--- src/rtl/dsr_pkg.sv ---
package dsr_pkg;
    localparam int DSR_CMD_BITS  = 8;
    localparam int DSR_DATA_BITS = 16;
    localparam int DSR_SYNC      = 2;

    function automatic logic fell(input logic prev, input logic cur);
        return prev & ~cur;
    endfunction
endpackage

--- src/rtl/dsr_sync.sv ---
module dsr_sync #(
    parameter int              WIDTH   = 3,
    parameter int              STAGES  = 2,
    parameter logic [WIDTH-1:0] RST_VAL = '0
) (
    input  logic             clk,
    input  logic             rst,
    input  logic [WIDTH-1:0] din,
    output logic [WIDTH-1:0] dout
);
    logic [STAGES-1:0][WIDTH-1:0] pipe_d, pipe_q;

    always_comb begin
        pipe_d[0] = din;
        for (int i = 1; i < STAGES; i++) begin
            pipe_d[i] = pipe_q[i-1];
        end
    end

    always_ff @(posedge clk) begin
        if (rst) begin
            for (int i = 0; i < STAGES; i++) begin
                pipe_q[i] <= RST_VAL;
            end
        end else begin
            pipe_q <= pipe_d;
        end
    end

    assign dout = pipe_q[STAGES-1];
endmodule

--- src/rtl/dsr_framer.sv ---
module dsr_framer #(
    parameter int FRAME_BITS = 24
) (
    input  logic                  clk,
    input  logic                  rst,
    input  logic                  cs_s,
    input  logic                  sclk_s,
    input  logic                  sdi_s,
    output logic                  frame_valid,
    output logic [FRAME_BITS-1:0] frame_word,
    output logic                  frame_full
);
    import dsr_pkg::*;

    localparam int              CNT_W = $clog2(FRAME_BITS + 1);
    localparam logic [CNT_W-1:0] LAST  = CNT_W'(FRAME_BITS - 1);
    localparam logic [CNT_W-1:0] FULL  = CNT_W'(FRAME_BITS);

    typedef struct packed {
        logic                  cs_prev;
        logic                  sclk_prev;
        logic [CNT_W-1:0]      cnt;
        logic [FRAME_BITS-1:0] shreg;
        logic                  valid;
        logic [FRAME_BITS-1:0] frame;
    } fr_state_t;

    fr_state_t st_d, st_q;

    always_comb begin
        st_d           = st_q;
        st_d.valid     = 1'b0;
        st_d.cs_prev   = cs_s;
        st_d.sclk_prev = sclk_s;
        if (cs_s || fell(st_q.cs_prev, cs_s)) begin
            st_d.cnt   = '0;
            st_d.shreg = '0;
        end else if (fell(st_q.sclk_prev, sclk_s) && (st_q.cnt < FULL)) begin
            st_d.shreg = {st_q.shreg[FRAME_BITS-2:0], sdi_s};
            st_d.cnt   = st_q.cnt + CNT_W'(1);
            if (st_q.cnt == LAST) begin
                st_d.valid = 1'b1;
                st_d.frame = {st_q.shreg[FRAME_BITS-2:0], sdi_s};
            end
        end
    end

    always_ff @(posedge clk) begin
        if (rst) begin
            st_q.cs_prev   <= 1'b1;
            st_q.sclk_prev <= 1'b0;
            st_q.cnt       <= '0;
            st_q.shreg     <= '0;
            st_q.valid     <= 1'b0;
            st_q.frame     <= '0;
        end else begin
            st_q <= st_d;
        end
    end

    assign frame_valid = st_q.valid;
    assign frame_word  = st_q.frame;
    assign frame_full  = (st_q.cnt == FULL);

    AST_STROBE_SINGLE: assert property (@(posedge clk) disable iff (rst)
        st_q.valid |=> !st_q.valid);
    AST_IDLE_NO_STROBE: assert property (@(posedge clk) disable iff (rst)
        cs_s |=> !st_q.valid);
    AST_FULL_IGNORES: assert property (@(posedge clk) disable iff (rst)
        (frame_full && !cs_s) |=> (!st_q.valid && $stable(st_q.frame)));
endmodule

--- src/rtl/dsr_ready.sv ---
module dsr_ready (
    input  logic clk,
    input  logic rst,
    input  logic rdy_en,
    input  logic cs_s,
    input  logic frame_full,
    output logic rdy
);
    logic rdy_d, rdy_q;

    always_comb begin
        rdy_d = !(rdy_en && !cs_s && frame_full);
    end

    always_ff @(posedge clk) begin
        if (rst) rdy_q <= 1'b1;
        else     rdy_q <= rdy_d;
    end

    assign rdy = rdy_q;

    AST_RDY_DISABLED: assert property (@(posedge clk) disable iff (rst)
        !rdy_en |=> rdy_q);
    AST_RDY_RELEASE: assert property (@(posedge clk) disable iff (rst)
        cs_s |=> rdy_q);
endmodule

--- src/rtl/dac_serial_rx.sv ---
module dac_serial_rx #(
    parameter int CMD_BITS    = dsr_pkg::DSR_CMD_BITS,
    parameter int DATA_BITS   = dsr_pkg::DSR_DATA_BITS,
    parameter int SYNC_STAGES = dsr_pkg::DSR_SYNC
) (
    input  logic                 clk,
    input  logic                 rst,
    input  logic                 cs_n,
    input  logic                 sclk,
    input  logic                 sdi,
    input  logic                 rdy_en,
    output logic                 frm_valid,
    output logic [CMD_BITS-1:0]  frm_cmd,
    output logic [DATA_BITS-1:0] frm_data,
    output logic                 rdy_out
);
    localparam int FRAME_BITS = CMD_BITS + DATA_BITS;

    logic [2:0]            pins_s;
    logic                  full;
    logic [FRAME_BITS-1:0] word;

    dsr_sync #(
        .WIDTH  (3),
        .STAGES (SYNC_STAGES),
        .RST_VAL(3'b100)
    ) u_sync (
        .clk (clk),
        .rst (rst),
        .din ({cs_n, sclk, sdi}),
        .dout(pins_s)
    );

    dsr_framer #(
        .FRAME_BITS(FRAME_BITS)
    ) u_framer (
        .clk        (clk),
        .rst        (rst),
        .cs_s       (pins_s[2]),
        .sclk_s     (pins_s[1]),
        .sdi_s      (pins_s[0]),
        .frame_valid(frm_valid),
        .frame_word (word),
        .frame_full (full)
    );

    dsr_ready u_ready (
        .clk       (clk),
        .rst       (rst),
        .rdy_en    (rdy_en),
        .cs_s      (pins_s[2]),
        .frame_full(full),
        .rdy       (rdy_out)
    );

    assign frm_cmd  = word[FRAME_BITS-1 -: CMD_BITS];
    assign frm_data = word[DATA_BITS-1:0];

    AST_FRAME_HELD: assert property (@(posedge clk) disable iff (rst)
        !frm_valid |-> $stable({frm_cmd, frm_data}));
endmodule

--- config.mk ---
export PLATFORM = sky130hd
export DESIGN_NAME = dac_serial_rx
export DESIGN_NICKNAME = d
export VERILOG_FILES = /design/src/rtl/dsr_pkg.sv /design/src/rtl/dsr_sync.sv /design/src/rtl/dsr_framer.sv /design/src/rtl/dsr_ready.sv /design/src/rtl/dac_serial_rx.sv
export SDC_FILE = /design/constraint.sdc
export NUM_CORES = 1
export LEC_CHECK = 0
export BUFFER_PORTS_ARGS = -buffer_cell sky130_fd_sc_hd__buf_4
export CORE_UTILIZATION = 45
export CTS_CLUSTER_DIAMETER = 50
export CTS_CLUSTER_SIZE = 8
export DETAILED_ROUTE_END_ITERATION = 8
export GPL_ROUTABILITY_DRIVEN = 1
export SLEW_MARGIN = 20
export SYNTH_ARGS = -nofsm -noshare
export SYNTH_HDL_FRONTEND = slang
export SYNTH_HIERARCHICAL = 1
export SYNTH_SLANG_ARGS = --single-unit
--- constraint.sdc ---
create_clock -name clk -period 4.02 [get_ports clk]
set_clock_uncertainty 0.05 [all_clocks]
set_input_delay 1.206 -clock clk [delete_from_list [all_inputs] [get_ports clk]]
set_output_delay 1.206 -clock clk [all_outputs]
set_load 0.01 [all_outputs]
=== Word level (Yosys, flattened, before mapping) ===
Cells that the tools add are included.

* $add $sub $neg: 1
* Magnitude comparators: 1
* Equal/unequal tests: 2
* Muxes and demuxes: 1
* Bitwise operators: 6
* Reductions and logical operators: 9

{| class="wikitable"
|+ Operator list
! kind !! number
|-
| 2-to-1 mux 25 bit || 1
|-
| equality test 5 bit (second input constant) || 2
|-
| adder 5 x 1 -> 5 bit (second input constant) || 1
|-
| < comparator 5 bit (second input constant) || 1
|-
| NOT 1 bit || 4
|-
| logical AND 1 bit || 3
|-
| AND reduction 3 bit || 1
|-
| OR reduction 3 bit || 1
|-
| AND 1 bit || 2
|-
| zero test 1 bit || 2
|-
| OR reduction 2 bit || 1
|-
| logical OR 1 bit || 1
|}

* Register bits after elaboration: 62
* Input bits: 6
* Output and inout bits: 26
* Word-level logic and storage cells: 29

=== Longest topological paths before layout ===
* Depth in word-level cells: 5
* Mapped depth: 6
* Gate-level depth less buffers: 4

=== Modules after synthesis ===
The synthesis kept the hierarchy.

{| class="wikitable"
|+ Modules (own cells, without submodules)
! module !! instances !! cells each !! area an instance (um2) !! seq. area each (um2)
|-
| dsr_framer || 1 || 280 || 2407.3 || 1101.1
|-
| dsr_sync || 1 || 12 || 157.7 || 120.1
|-
| dsr_ready || 1 || 2 || 31.3 || 20.0
|}

=== Least setup slack after synthesis ===
No wires, ideal clock.

* Path type: in2reg
* From: input port rst
* To: register u_framer/st_q[31] (netlist bit)
* Library setup time: 70 ps
* Arrival time: 2125 ps
* Data required time: 3900 ps
* Path slack: 1775 ps
* Stages on the path: 5
* Buffers on the path: 3
* Cell sequence: buf_2 -> or3_1 -> clkbuf_1 -> buf_2 -> a21oi_1

* Longest elaborated chain between the ends: 1

{| class="wikitable"
|+ Ends and longest elaborated chain
! item !! RTL line !! RTL
|-
| from (decl) || dac_serial_rx.sv:7 || <nowiki>input logic rst,</nowiki>
|-
| OR reduction 2 bit (no line) || - ||
|-
| to (signal assigned) || dsr_framer.sv:57 || <nowiki>st_q <= st_d;</nowiki>
|-
| to (decl) || dsr_framer.sv:28 || <nowiki>fr_state_t st_d, st_q;</nowiki>
|}

No other way between the ends.
A chain may end at the register's enable or synchronous reset.

=== Worst setup path after layout ===
* From: input port rst
* To: register u_framer.st_q, in the netlist u_framer/frame_valid

* Longest elaborated chain between the ends: 1

{| class="wikitable"
|+ Ends and longest elaborated chain
! item
|-
| OR reduction 3 bit (no line)
|}

No other way between the ends.

==> results.md <==
- Element type at the critical path end: register
- Diode count: 0
- Crit path DAT: 2.54 ns
- Max stage delay on crit path: 0.75 ns
- Sequential power share: 58.0%
- Max Cap Viol: 0
- Mapped Area: 2596 sq um
- Die X: 77.96 microns
- I/O pins: 32
- Period utilization: 58.81%
- Final Cell Area: 2771 sq um
- TritonCTS buffer count: 9
- Hold buffer count at CTS: 0
- Vias post-DR: 1958
- Worst VDD drop: 0.1795 mV
- First-pass GRT wire length: 8790 microns
- H-Tree Depth: 3
- Hold/Removal Path Class: register to register
- Initial Util: 46.86%
- DR vias/cell: 5.379
- Register bit total from synthesis: 62
- Share of cells above drive strength 1: 20.21%
- Mapped Nets: 302
- Commonest non-fill, non-tap cell in the layout: dfxtp_1
- Antenna-violating nets left: 0
- Area of the multi-input gates: 1021 sq um
- Final design utilization: 50.02%
- Leak: 0.8841 nW
- Combinational Power Share: 1.5%
- Post-route minimum period: 2.364 ns
- Status: finished clean
- Die Area: 6077 sq um
- Reg area: 1241 sq um
- Slew Limit Fails: 0
- Global-route usage over all layers: 18.68%
- CTS Sinks: 62
- I/O Buffers: 31
- Psw: 226.8 uW
- CTS root buf: clkbuf_8
- Gr ovfl total: 0
- Final Setup Violations: 0
- Post-CTS Setup Repair Bufs: 0
- Nets@finish: 296
- Row count: 27
- Clock-pin slew of the registers on the worst-case setup and hold paths: 0.06 ns
- WS Path Type: input port to register
- Core ar.: 5540 sq um
- Worst slew margin: 33.94%
- Worst setup SP type: input port
- Register area share after synthesis: 47.81%
- Total Wirelength: 5133 microns
- Post-CTS resize count: 0
- Hold Violations, Final: 0
- Drt drc: 0
- Measured slew at the worst slew-check pin: 0.9910 ns
- Max clock buf depth: 2
- CTS tree: done
- Critical Path RT: 4.20 ns
- F_max: 423.0 MHz
- Wire per inst: 14.10 microns
- Switching Share: 21.21%
- Setup TNS: 0 ns
- RSZ-0062 raised after global routing: false
- Worst-path cell chain: buf_4 -> or3_1 -> nor4b_1
- Area post-placement: 2611 sq um
- P&R area growth vs syn: 6.747%
- Pin count of the biggest net entering global routing: 35
- Hold depth: 1
- PD cells: 385.9 nW/um^2
- Syn. warnings: 6
- Clock share of power: 40.5%
- Most frequent cells in the layout: dfxtp_1, a21oi_1, nand3_1
- Critical path's slowest cell: or3_1
- Distinct cells, synth: 30
- DRT Pass-1 Iters: 4
- Detailed Place HPWL: 3015 microns
- R2r worst-path depth: 4
- Post-Syn Area per Cell: 8.831 sq um
- Worst-path fanout max: 34
- Die Y: 77.96 microns
- Vias in the first global route: 1840
- Initial antenna violation count: 0
- Worst-Skew Late Latency: 0.33 ns
- Fill count: 555
- Initial DRC Count: 208
- Pint: 842.7 uW
- Gate Count Post-Synth: 294
- GP Congestion: 0.6979
## Yosys cell counts
cell type | number | area share, %
inv_1 | 3 | 0.43
o21ai_0 | 29 | 5.6
buf_4 | 24 | 6.9
nand2b_1 | 1 | 0.24
or3_1 | 2 | 0.48
and4b_1 | 1 | 0.39
and2_1 | 1 | 0.24
o21ai_1 | 9 | 1.7
nand4bb_1 | 1 | 0.43
nor4b_1 | 1 | 0.34
a41oi_1 | 1 | 0.34
nor4b_4 | 1 | 0.92
or2_1 | 2 | 0.48
nor2b_1 | 6 | 1.4
buf_6 | 4 | 1.7
o31ai_1 | 2 | 0.58
nand2_1 | 1 | 0.14
a21oi_1 | 51 | 9.8
dfxtp_1 | 62 | 48
or2_2 | 1 | 0.24
or4b_4 | 1 | 0.53
buf_2 | 9 | 1.7
clkbuf_1 | 14 | 2.0
nor3b_1 | 1 | 0.29
or4_1 | 1 | 0.29
nand4b_1 | 1 | 0.34
nor2_1 | 1 | 0.14
ha_1 | 2 | 0.96
nand3_1 | 50 | 9.6
o21ai_2 | 11 | 3.7
## power groups by stage
stage / Combinational [mW] / Sequential, mW / Clock [mW]
2_1_floorplan: 0.0102 / 0.633 / 0
3_3_place_gp: 0.0162 / 0.633 / 0
3_5_place_dp: 0.0163 / 0.633 / 0
4_1_cts: 0.0163 / 0.620 / 0.450
5_1_grt: 0.0176 / 0.620 / 0.478
6_report: 0.0161 / 0.620 / 0.434
## final timing paths
path                                                startpoint  slack (ns)                                   end
worst max-delay path                                       rst        1.66       u_framer/frame_valid$_SDFF_PP0_
worst min-delay path               u_sync/pipe_d[5]$_SDFF_PP1_        0.36             u_sync/dout[2]$_SDFF_PP1_
worst max register to register  u_framer/st_q[50]$_SDFFE_PP0N_        2.12  u_framer/frame_word[12]$_SDFFE_PP0P_
worst min register to register     u_sync/pipe_d[5]$_SDFF_PP1_        0.36             u_sync/dout[2]$_SDFF_PP1_
## layout make-up
cell class,instances,area share [%]
sequential,62,44.79
tap,72,3.251
multi-input combinational,178,36.84
clock inverter,2,0.3612
clock buffer,13,5.011
timing repair buffer,34,9.345
inverter,3,0.4063
## per-layer routing
metal  GRT usage [%]  vias to the layer above  wire [microns]
li1                -                     1006               -
met1           25.39                      897            2611
met2           27.70                       49            2214
met3           3.882                        6             237
met4           10.00                        0              70
met5               0                        -               0
## logic make-up (layout without fill, tap and decap cells)
family / Yosys count / count (layout) / share of synthesized area, %
buf+inv: 54 / 52 / 12.87
flops: 62 / 62 / 47.81
compound gates: 103 / 103 / 21.78
simple gates: 73 / 73 / 16.58
fa+ha+maj: 2 / 2 / 0.9637
## critical path, delay by kind of cell
kind / cells / cell delay, ns
AND/OR/NAND/NOR: 2 / 1.11
buffers and inverters: 1 / 0.21
## sequential cells by signal, summed over array words and instances, names as in the netlist
register / cells
u_sync/dout: 3
u_framer/frame_word: 24
u_framer/frame_valid: 1
u_ready/rdy: 1
u_framer/st_q: 30
u_sync/pipe_d: 3
## per-stage QoR
stage / setup slack [ns] / hold WS [ns] / std cells / power [mW]
2_1_floorplan: 1.775 / 0.3332 / 294 / 0.6430
5_1_grt: 1.526 / 0.3873 / 364 / 1.115
6_report: 1.656 / 0.3575 / 364 / 1.070
3_5_place_dp: 1.315 / 0.3470 / 348 / 0.6498
3_3_place_gp: 1.304 / 0.3395 / 348 / 0.6497
4_1_cts: 1.660 / 0.3627 / 363 / 1.086
(Power assumes the default switching activity.)
